`src/rtl/dbt_pkg.sv`:
```
package dbt_pkg;
  // control word, packed MSB first: act[13:8] need_arm[7] rng[6] use_wr[5]
  // use_rd[4] use_data[3] use_addr[2] bus[1] en[0]
  typedef struct packed {
    logic [5:0] act;
    logic       need_arm;
    logic       rng;
    logic       use_wr;
    logic       use_rd;
    logic       use_data;
    logic       use_addr;
    logic       bus;
    logic       en;
  } trig_ctrl_t;

  localparam int CTRL_W = $bits(trig_ctrl_t);
  localparam int NACT   = 6;

  localparam int A_BRK  = 0;
  localparam int A_EXT  = 1;
  localparam int A_TON  = 2;
  localparam int A_TOFF = 3;
  localparam int A_TSMP = 4;
  localparam int A_ARM  = 5;

  localparam logic [1:0] SEL_ADDR = 2'd0;
  localparam logic [1:0] SEL_DATA = 2'd1;
  localparam logic [1:0] SEL_CTRL = 2'd2;
endpackage

```
`src/rtl/dbt_regs.sv`:
```
module dbt_regs
  import dbt_pkg::*;
#(
  parameter int NTRIG = 4,
  parameter int AW    = 32,
  parameter int DW    = 32,
  localparam int IW   = (NTRIG > 1) ? $clog2(NTRIG) : 1
) (
  input  logic             clk,
  input  logic             rst,
  input  logic             cfg_we,
  input  logic [IW+1:0]    cfg_addr,
  input  logic [DW-1:0]    cfg_wdata,
  output logic [AW-1:0]    addr_val [NTRIG],
  output logic [DW-1:0]    data_val [NTRIG],
  output trig_ctrl_t       ctrl     [NTRIG]
);
  logic [IW-1:0] slot;
  logic [1:0]    sel;
  trig_ctrl_t    wr_ctrl;

  assign slot    = cfg_addr[IW+1:2];
  assign sel     = cfg_addr[1:0];
  assign wr_ctrl = trig_ctrl_t'(cfg_wdata[CTRL_W-1:0]);

  always_ff @(posedge clk) begin
    if (rst) begin
      for (int i = 0; i < NTRIG; i++) begin
        addr_val[i] <= '0;
        data_val[i] <= '0;
        ctrl[i]     <= '0;
      end
    end else if (cfg_we) begin
      for (int i = 0; i < NTRIG; i++) begin
        if (slot == IW'(i)) begin
          case (sel)
            SEL_ADDR: addr_val[i] <= cfg_wdata[AW-1:0];
            SEL_DATA: data_val[i] <= cfg_wdata;
            SEL_CTRL: begin
              ctrl[i] <= wr_ctrl;
              // pairing only from an even slot that has an odd neighbour
              if ((i % 2) != 0 || (i + 1) >= NTRIG) ctrl[i].rng <= 1'b0;
            end
            default: ;
          endcase
        end
      end
    end
  end
endmodule

```
`src/rtl/dbt_match.sv`:
```
module dbt_match
  import dbt_pkg::*;
#(
  parameter int AW = 32,
  parameter int DW = 32
) (
  input  trig_ctrl_t       ctrl,
  input  logic [AW-1:0]    lo_addr,
  input  logic [AW-1:0]    hi_addr,
  input  logic [DW-1:0]    lo_data,
  input  logic [DW-1:0]    hi_data,
  input  logic             suppress,
  input  logic             armed,
  input  logic             ivalid,
  input  logic [AW-1:0]    iaddr,
  input  logic             drd,
  input  logic             dwr,
  input  logic [AW-1:0]    daddr,
  input  logic [DW-1:0]    ddata,
  output logic [NACT-1:0]  act_req
);
  logic [AW-1:0] addr_x;
  logic          cyc, addr_ok, data_ok, kind_ok, hit;
  logic [NACT-1:0] act_mask;

  always_comb begin
    addr_x = ctrl.bus ? daddr : iaddr;
    cyc    = ctrl.bus ? (drd | dwr) : ivalid;

    if (!ctrl.use_addr)      addr_ok = 1'b1;
    else if (ctrl.rng)       addr_ok = (addr_x >= lo_addr) && (addr_x <= hi_addr);
    else                     addr_ok = (addr_x == lo_addr);

    if (!ctrl.bus || !ctrl.use_data) data_ok = 1'b1;
    else if (ctrl.rng)       data_ok = (ddata >= lo_data) && (ddata <= hi_data);
    else                     data_ok = (ddata == lo_data);

    if (!ctrl.bus || !(ctrl.use_rd || ctrl.use_wr)) kind_ok = 1'b1;
    else kind_ok = (ctrl.use_rd && drd) || (ctrl.use_wr && dwr);

    hit = ctrl.en && !suppress && cyc && addr_ok && data_ok && kind_ok &&
          (!ctrl.need_arm || armed);

    act_mask = '1;
    if (!ctrl.bus) act_mask[A_TSMP] = 1'b0;

    act_req = hit ? (ctrl.act & act_mask) : '0;
  end
endmodule

```
`src/rtl/dbt_actions.sv`:
```
module dbt_actions
  import dbt_pkg::*;
#(
  parameter int NTRIG = 4
) (
  input  logic             clk,
  input  logic             rst,
  input  logic             cfg_we,
  input  logic [NACT-1:0]  act_req [NTRIG],
  output logic [NACT-1:0]  act_q,
  output logic             armed_q
);
  logic [NACT-1:0] act_any;

  always_comb begin
    act_any = '0;
    for (int i = 0; i < NTRIG; i++) act_any = act_any | act_req[i];
  end

  always_ff @(posedge clk) begin
    if (rst) begin
      act_q   <= '0;
      armed_q <= 1'b0;
    end else begin
      act_q <= act_any;
      if (cfg_we)              armed_q <= 1'b0;
      else if (act_any[A_ARM]) armed_q <= 1'b1;
    end
  end

  // the latch only sets after an arm action seen in the cycle before
  p_arm_set_r6: assert property (@(posedge clk) disable iff (rst)
    $rose(armed_q) |-> ($past(act_any[A_ARM]) && !$past(cfg_we)));

  // a host write always leaves the unit disarmed
  p_host_clear_r7: assert property (@(posedge clk) disable iff (rst)
    $past(cfg_we) |-> !armed_q);

  // without a host write the latch never drops
  p_armed_hold_r7: assert property (@(posedge clk) disable iff (rst)
    ($past(armed_q) && !$past(cfg_we)) |-> armed_q);
endmodule

```
`src/rtl/dbt_trigger_unit.sv`:
```
module dbt_trigger_unit
  import dbt_pkg::*;
#(
  parameter int NTRIG = 4,
  parameter int AW    = 32,
  parameter int DW    = 32,
  localparam int IW   = (NTRIG > 1) ? $clog2(NTRIG) : 1
) (
  input  logic             clk,
  input  logic             rst,
  input  logic             ivalid_i,
  input  logic [AW-1:0]    iaddr_i,
  input  logic             drd_i,
  input  logic             dwr_i,
  input  logic [AW-1:0]    daddr_i,
  input  logic [DW-1:0]    ddata_i,
  input  logic             cfg_we_i,
  input  logic [IW+1:0]    cfg_addr_i,
  input  logic [DW-1:0]    cfg_wdata_i,
  output logic             brk_o,
  output logic             ext_trig_o,
  output logic             trace_on_o,
  output logic             trace_off_o,
  output logic             trace_smp_o,
  output logic             arm_o
);
  logic [AW-1:0]   addr_val [NTRIG];
  logic [DW-1:0]   data_val [NTRIG];
  trig_ctrl_t      ctrl     [NTRIG];
  logic [NACT-1:0] act_req  [NTRIG];
  logic [NACT-1:0] act_q;
  logic            armed_q;

  dbt_regs #(.NTRIG(NTRIG), .AW(AW), .DW(DW)) u_regs (
    .clk       (clk),
    .rst       (rst),
    .cfg_we    (cfg_we_i),
    .cfg_addr  (cfg_addr_i),
    .cfg_wdata (cfg_wdata_i),
    .addr_val  (addr_val),
    .data_val  (data_val),
    .ctrl      (ctrl)
  );

  for (genvar i = 0; i < NTRIG; i++) begin : g_slot
    logic [AW-1:0] hi_a;
    logic [DW-1:0] hi_d;
    logic          supp;

    if ((i % 2) == 0 && (i + 1) < NTRIG) begin : g_lead
      assign hi_a = addr_val[i+1];
      assign hi_d = data_val[i+1];
      assign supp = 1'b0;
    end else if ((i % 2) == 1) begin : g_tail
      assign hi_a = addr_val[i];
      assign hi_d = data_val[i];
      assign supp = ctrl[i-1].rng;
    end else begin : g_lone
      assign hi_a = addr_val[i];
      assign hi_d = data_val[i];
      assign supp = 1'b0;
    end

    dbt_match #(.AW(AW), .DW(DW)) u_match (
      .ctrl     (ctrl[i]),
      .lo_addr  (addr_val[i]),
      .hi_addr  (hi_a),
      .lo_data  (data_val[i]),
      .hi_data  (hi_d),
      .suppress (supp),
      .armed    (armed_q),
      .ivalid   (ivalid_i),
      .iaddr    (iaddr_i),
      .drd      (drd_i),
      .dwr      (dwr_i),
      .daddr    (daddr_i),
      .ddata    (ddata_i),
      .act_req  (act_req[i])
    );
  end

  dbt_actions #(.NTRIG(NTRIG)) u_act (
    .clk     (clk),
    .rst     (rst),
    .cfg_we  (cfg_we_i),
    .act_req (act_req),
    .act_q   (act_q),
    .armed_q (armed_q)
  );

  assign brk_o       = act_q[A_BRK];
  assign ext_trig_o  = act_q[A_EXT];
  assign trace_on_o  = act_q[A_TON];
  assign trace_off_o = act_q[A_TOFF];
  assign trace_smp_o = act_q[A_TSMP];
  assign arm_o       = act_q[A_ARM];

  // no bus activity in a cycle means no action pulse in the next one
  p_idle_quiet_r4: assert property (@(posedge clk) disable iff (rst)
    !$past(ivalid_i || drd_i || dwr_i) |->
      !(brk_o || ext_trig_o || trace_on_o || trace_off_o || trace_smp_o || arm_o));

  // a sample pulse must come from a data-bus cycle
  p_smp_data_only_r5: assert property (@(posedge clk) disable iff (rst)
    trace_smp_o |-> $past(drd_i || dwr_i));
endmodule

```
`config.mk`:
```
export PLATFORM = sky130hd
export DESIGN_NAME = dbt_trigger_unit
export DESIGN_NICKNAME = d
export VERILOG_FILES = /design/src/rtl/dbt_pkg.sv /design/src/rtl/dbt_regs.sv /design/src/rtl/dbt_match.sv /design/src/rtl/dbt_actions.sv /design/src/rtl/dbt_trigger_unit.sv
export SDC_FILE = /design/constraint.sdc
export NUM_CORES = 1
export LEC_CHECK = 0
export ABC_AREA = 1
export ABC_CLOCK_PERIOD_IN_PS = 4500
export BUFFER_PORTS_ARGS = -buffer_cell sky130_fd_sc_hd__buf_4
export CORE_MARGIN = 2
export CORE_UTILIZATION = 40
export CTS_CLUSTER_SIZE = 10
export DETAILED_ROUTE_END_ITERATION = 16
export PLACE_DENSITY_LB_ADDON = 0.3
export REMOVE_ABC_BUFFERS = 1
export SLEW_MARGIN = 20
export SYNTH_ARGS = -nofsm -noshare
export SYNTH_HDL_FRONTEND = slang
export SYNTH_SLANG_ARGS = --single-unit
export TNS_END_PERCENT = 10
```
`constraint.sdc`:
```
create_clock -name clk -period 4.5 [get_ports clk]
set_input_delay 0.225 -clock clk [delete_from_list [all_inputs] [get_ports clk]]
set_output_delay 0.225 -clock clk [all_outputs]
set_load 0.01 [all_outputs]
```
==> flow_metrics.py <==
metrics = {
    "timing": {
        "maxSlewHeadroom_pct": 36.7,
        "slew_violations": 0,
        "fin_skew_ns": 0.0132,
        "setup_viol": 0,
        "worstMarginPinSlew_ns": 0.941,
        "setup-tns-final_ns": 0,
        "hold_violations": 0,
        "hold_ws_ns": 0.0262,
        "rsz0062_at_grt": "no",
        "fmax_ghz": 0.299,
        "fin_crit_sh_pct": 74.4,
        "period_needed_ns": 3.35,
    },
    "yosys": {
        "syn_area_per_cell_um2": 7.09,
        "synthArstFlopShare_pct": 0,
        "synth_cells": 2755,
        "synth_enable_flop_cells": 0,
        "synth_warnings": 0,
        "synth_area_um2": 19500,
        "ys_ff_latch": 317,
        "seq_area_frac_synth_pct": 32.5,
        "synth.distinct_cells": 34,
        "ys.flop_type": "dfxtp_1",
    },
    "floorplan": {
        "core_area_um2": 47900,
        "fp.dieH_um": 225,
        "start_util_pct": 40.7,
        "rows": 80,
        "fp.dieW_um": 225,
        "die-area_um2": 50600,
        "ios": 144,
    },
    "grt": {
        "grt_max_degree": 147,
        "grt_pass1_wl_mm": 91.1,
        "first_global_vias": 17000,
        "antenna_found_initial": 0,
        "grt_usage_pct": 22.7,
        "overflow": 0,
    },
    "placement": {
        "placed_cell_area_um2": 21000,
        "post-dp-hpwl_mm": 42.9,
        "io_buffers": 143,
        "place_congestion": 0.908,
    },
    "worst_setup_path": {
        "r2r_end": "u_act.armed_q$_SDFFE_PP0P_",
        "worstPathMaxFanout": 42,
        "cp-start-kind": "flop",
        "rrSetupSlack_ns": 1.15,
        "r2r_start": "u_regs.ctrl[43]$_SDFFE_PP0P_",
        "cp-end-kind": "flop",
        "crit_arrival_ns": 3.84,
        "endpoint": "u_act.armed_q$_SDFFE_PP0P_",
        "critPathRequiredTime_ns": 4.99,
        "cp-startpoint": "u_regs.ctrl[43]$_SDFFE_PP0P_",
        "critical_path_class": "flop to flop",
        "r2r_cells": 19,
    },
    "drt": {
        "ant_nets": 0,
        "wl_per_cell_um": 16.7,
        "drc": 0,
        "first_pass_iters": 6,
        "wl_mm": 57.8,
        "drt_iter0_drc": 1201,
        "viasPerCell": 5.22,
        "vias": 18100,
    },
    "cells_and_area": {
        "fin_nets": 3218,
        "drive_above_1_share_pct": 8.40,
        "fin_area_um2": 22200,
        "ff_latch_area_um2": 6350,
        "syn2layout_area_growth_pct": 13.7,
        "fill_cells": 4785,
        "multiInputGateArea_um2": 11200,
    },
    "clock_tree": {
        "clock_latency_ns": 0.56,
        "clockRootBuffer": "clkbuf_16",
        "cts.clk_slew.worst_paths_ns": 0.05,
        "clock_sinks": 317,
        "post_cts.repair.setup_buffers": 0,
        "ctsHtreeMaxLevel": 2,
        "cts_buffer_depth": 3,
        "cts_buffers": 40,
        "cts_tree": "done",
    },
    "pwr": {
        "p_per_area_nw_per_um2": 313,
        "peakVddDrop_v": 0.000239,
        "leakagePower_nw": 8.95,
    },
    "run": {
        "maxCapViolCount": 0,
    },
    "status": {
        "status": "finished clean",
    },
    "worst_hold_path": {
        "holdCritPathClass": "input pin to flop",
    },
}
timing repair:
action	4_1_cts	5_1_grt
resized for setup	0	0
hold endpoints to repair	1	0
hold buffers	1	0
cells by family (layout without fill, tap and decap cells):
family,after synthesis,in the layout,share of synthesized area [%]
other,0,1,0
AND/OR/NAND/NOR,724,724,15.2
XOR/XNOR,50,50,2.24
flip-flops,317,317,32.5
AO/OA/AOI/OAI,905,905,23.7
adder cells (fa/ha/maj),256,256,16.4
buffers and inverters,503,592,9.96
worst max-delay path, stage by stage (launching register included):
cell and delay (ns):
dfxtp_2 0.79, buf_4 0.33, o21ai_0 0.16, ha_1 0.33, nand2_1 0.07, nor2_1 0.38
nand2_1 0.10, nand2_1 0.17, nand2_1 0.07, nand2_1 0.06, nand2_1 0.05, nand2_1 0.05
nand2_1 0.04, nand2_1 0.06, nand2_1 0.07, nand2_1 0.18, nand4_1 0.14, nand3_2 0.09
nor2_1 0.04, nor2_1 0.07
flip-flops by register name (all words and copies together), names as in the netlist:
| register | count |
|---|---|
| u_act.act_q | 6 |
| u_act.armed_q | 1 |
| u_regs.addr_val | 128 |
| u_regs.ctrl | 54 |
| u_regs.data_val | 128 |
power by group:
| part | internal (mW) | switching, mW |
|---|---|---|
| Clock | 1.80 | 1.26 |
| Combinational | 0.381 | 0.619 |
| Sequential | 2.87 | 0.0264 |
Yosys cell counts (4+ instances only):
cell,count,area [µm²]
a21oi_1,396,1980
buf_2,9,45.0
buf_6,5,56.3
clkbuf_1,116,435
clkinv_1,6,22.5
dfxtp_1,317,6350
ha_1,256,3200
inv_1,363,1360
nand2_1,414,1550
nand3_1,37,185
nand3b_1,6,45.0
nand4_1,37,231
nor2_1,188,706
nor3_1,14,70.1
nor3b_1,4,30.0
o211ai_1,4,30.0
o21a_1,13,97.6
o21ai_0,458,2290
o21ai_1,19,95.1
o21bai_1,5,37.5
or2_2,14,87.6
xor2_1,50,438
cell type report:
class,count,share of cell area (%)
antenna,1,0.0113
clock buffer,56,5.09
clock inverter,6,0.400
inverter,369,6.26
multi-input combinational,1935,50.6
sequential,317,28.6
tap,615,3.46
timing repair buffer,161,5.57
worst min path at each step:
stage	startpoint	to	slack, ns	cells past startpoint
after floorplan	cfg_wdata_i[2]	u_regs.ctrl[2]$_SDFFE_PP0P_	0.36	2
after global placement	u_regs.ctrl[9]$_SDFFE_PP0P_	u_regs.ctrl[9]$_SDFFE_PP0P_	0.44	2
after detailed placement	u_regs.addr_val[96]$_SDFFE_PP0P_	u_regs.addr_val[96]$_SDFFE_PP0P_	0.45	2
after CTS	cfg_wdata_i[15]	u_regs.data_val[15]$_SDFFE_PP0P_	0.01	3
after global routing	cfg_wdata_i[25]	u_regs.addr_val[25]$_SDFFE_PP0P_	0.04	3
final	cfg_wdata_i[15]	u_regs.data_val[111]$_SDFFE_PP0P_	0.03	3
layer usage:
metal,vias up,global-route usage (%),share of wire (%)
met5,-,0,0
li1,9273,-,-
met2,449,37.8,45
met1,8242,30.4,46
met4,0,7.52,2.8
met3,102,2.97,5.8
through the flow:
stage	setup WS (ns)	util (%)	total power, mW	std cells
2_1_floorplan	0.506	-	3.56	2621
3_3_place_gp	1.26	43.8	3.91	3396
3_5_place_dp	1.23	43.8	3.95	3396
4_1_cts	1.21	46.3	7.00	3459
5_1_grt	0.802	46.3	7.26	3459
6_report	1.15	46.3	6.95	3460
placed cells by master (no fill, tap or decap), types with 2 or more instances in the layout:
cell and count:
buf_4 158, a21oi_1 396, and3_1 2, nand3_2 2
a21o_1 2, clkinv_2 2, o21a_1 13, inv_1 362
nand2_2 3, ha_1 256, clkbuf_8 7, dfxtp_2 4
dfxtp_1 313, buf_12 2, xor2_1 50, o21bai_1 5
o2111ai_1 3, o211ai_1 4, o21ai_1 19, clkbuf_16 40
nand4_1 37, or2_2 14, nand2_1 414, clkbuf_1 9
o21ai_2 2, nor4_1 3, clkinv_8 3, nand3_1 36
nor3b_1 4, o21ai_0 458, nor2_1 188, a221oi_1 2
nand3b_1 6, clkinv_1 6, nor3_1 14
Power figures use the tool's default switching activity.
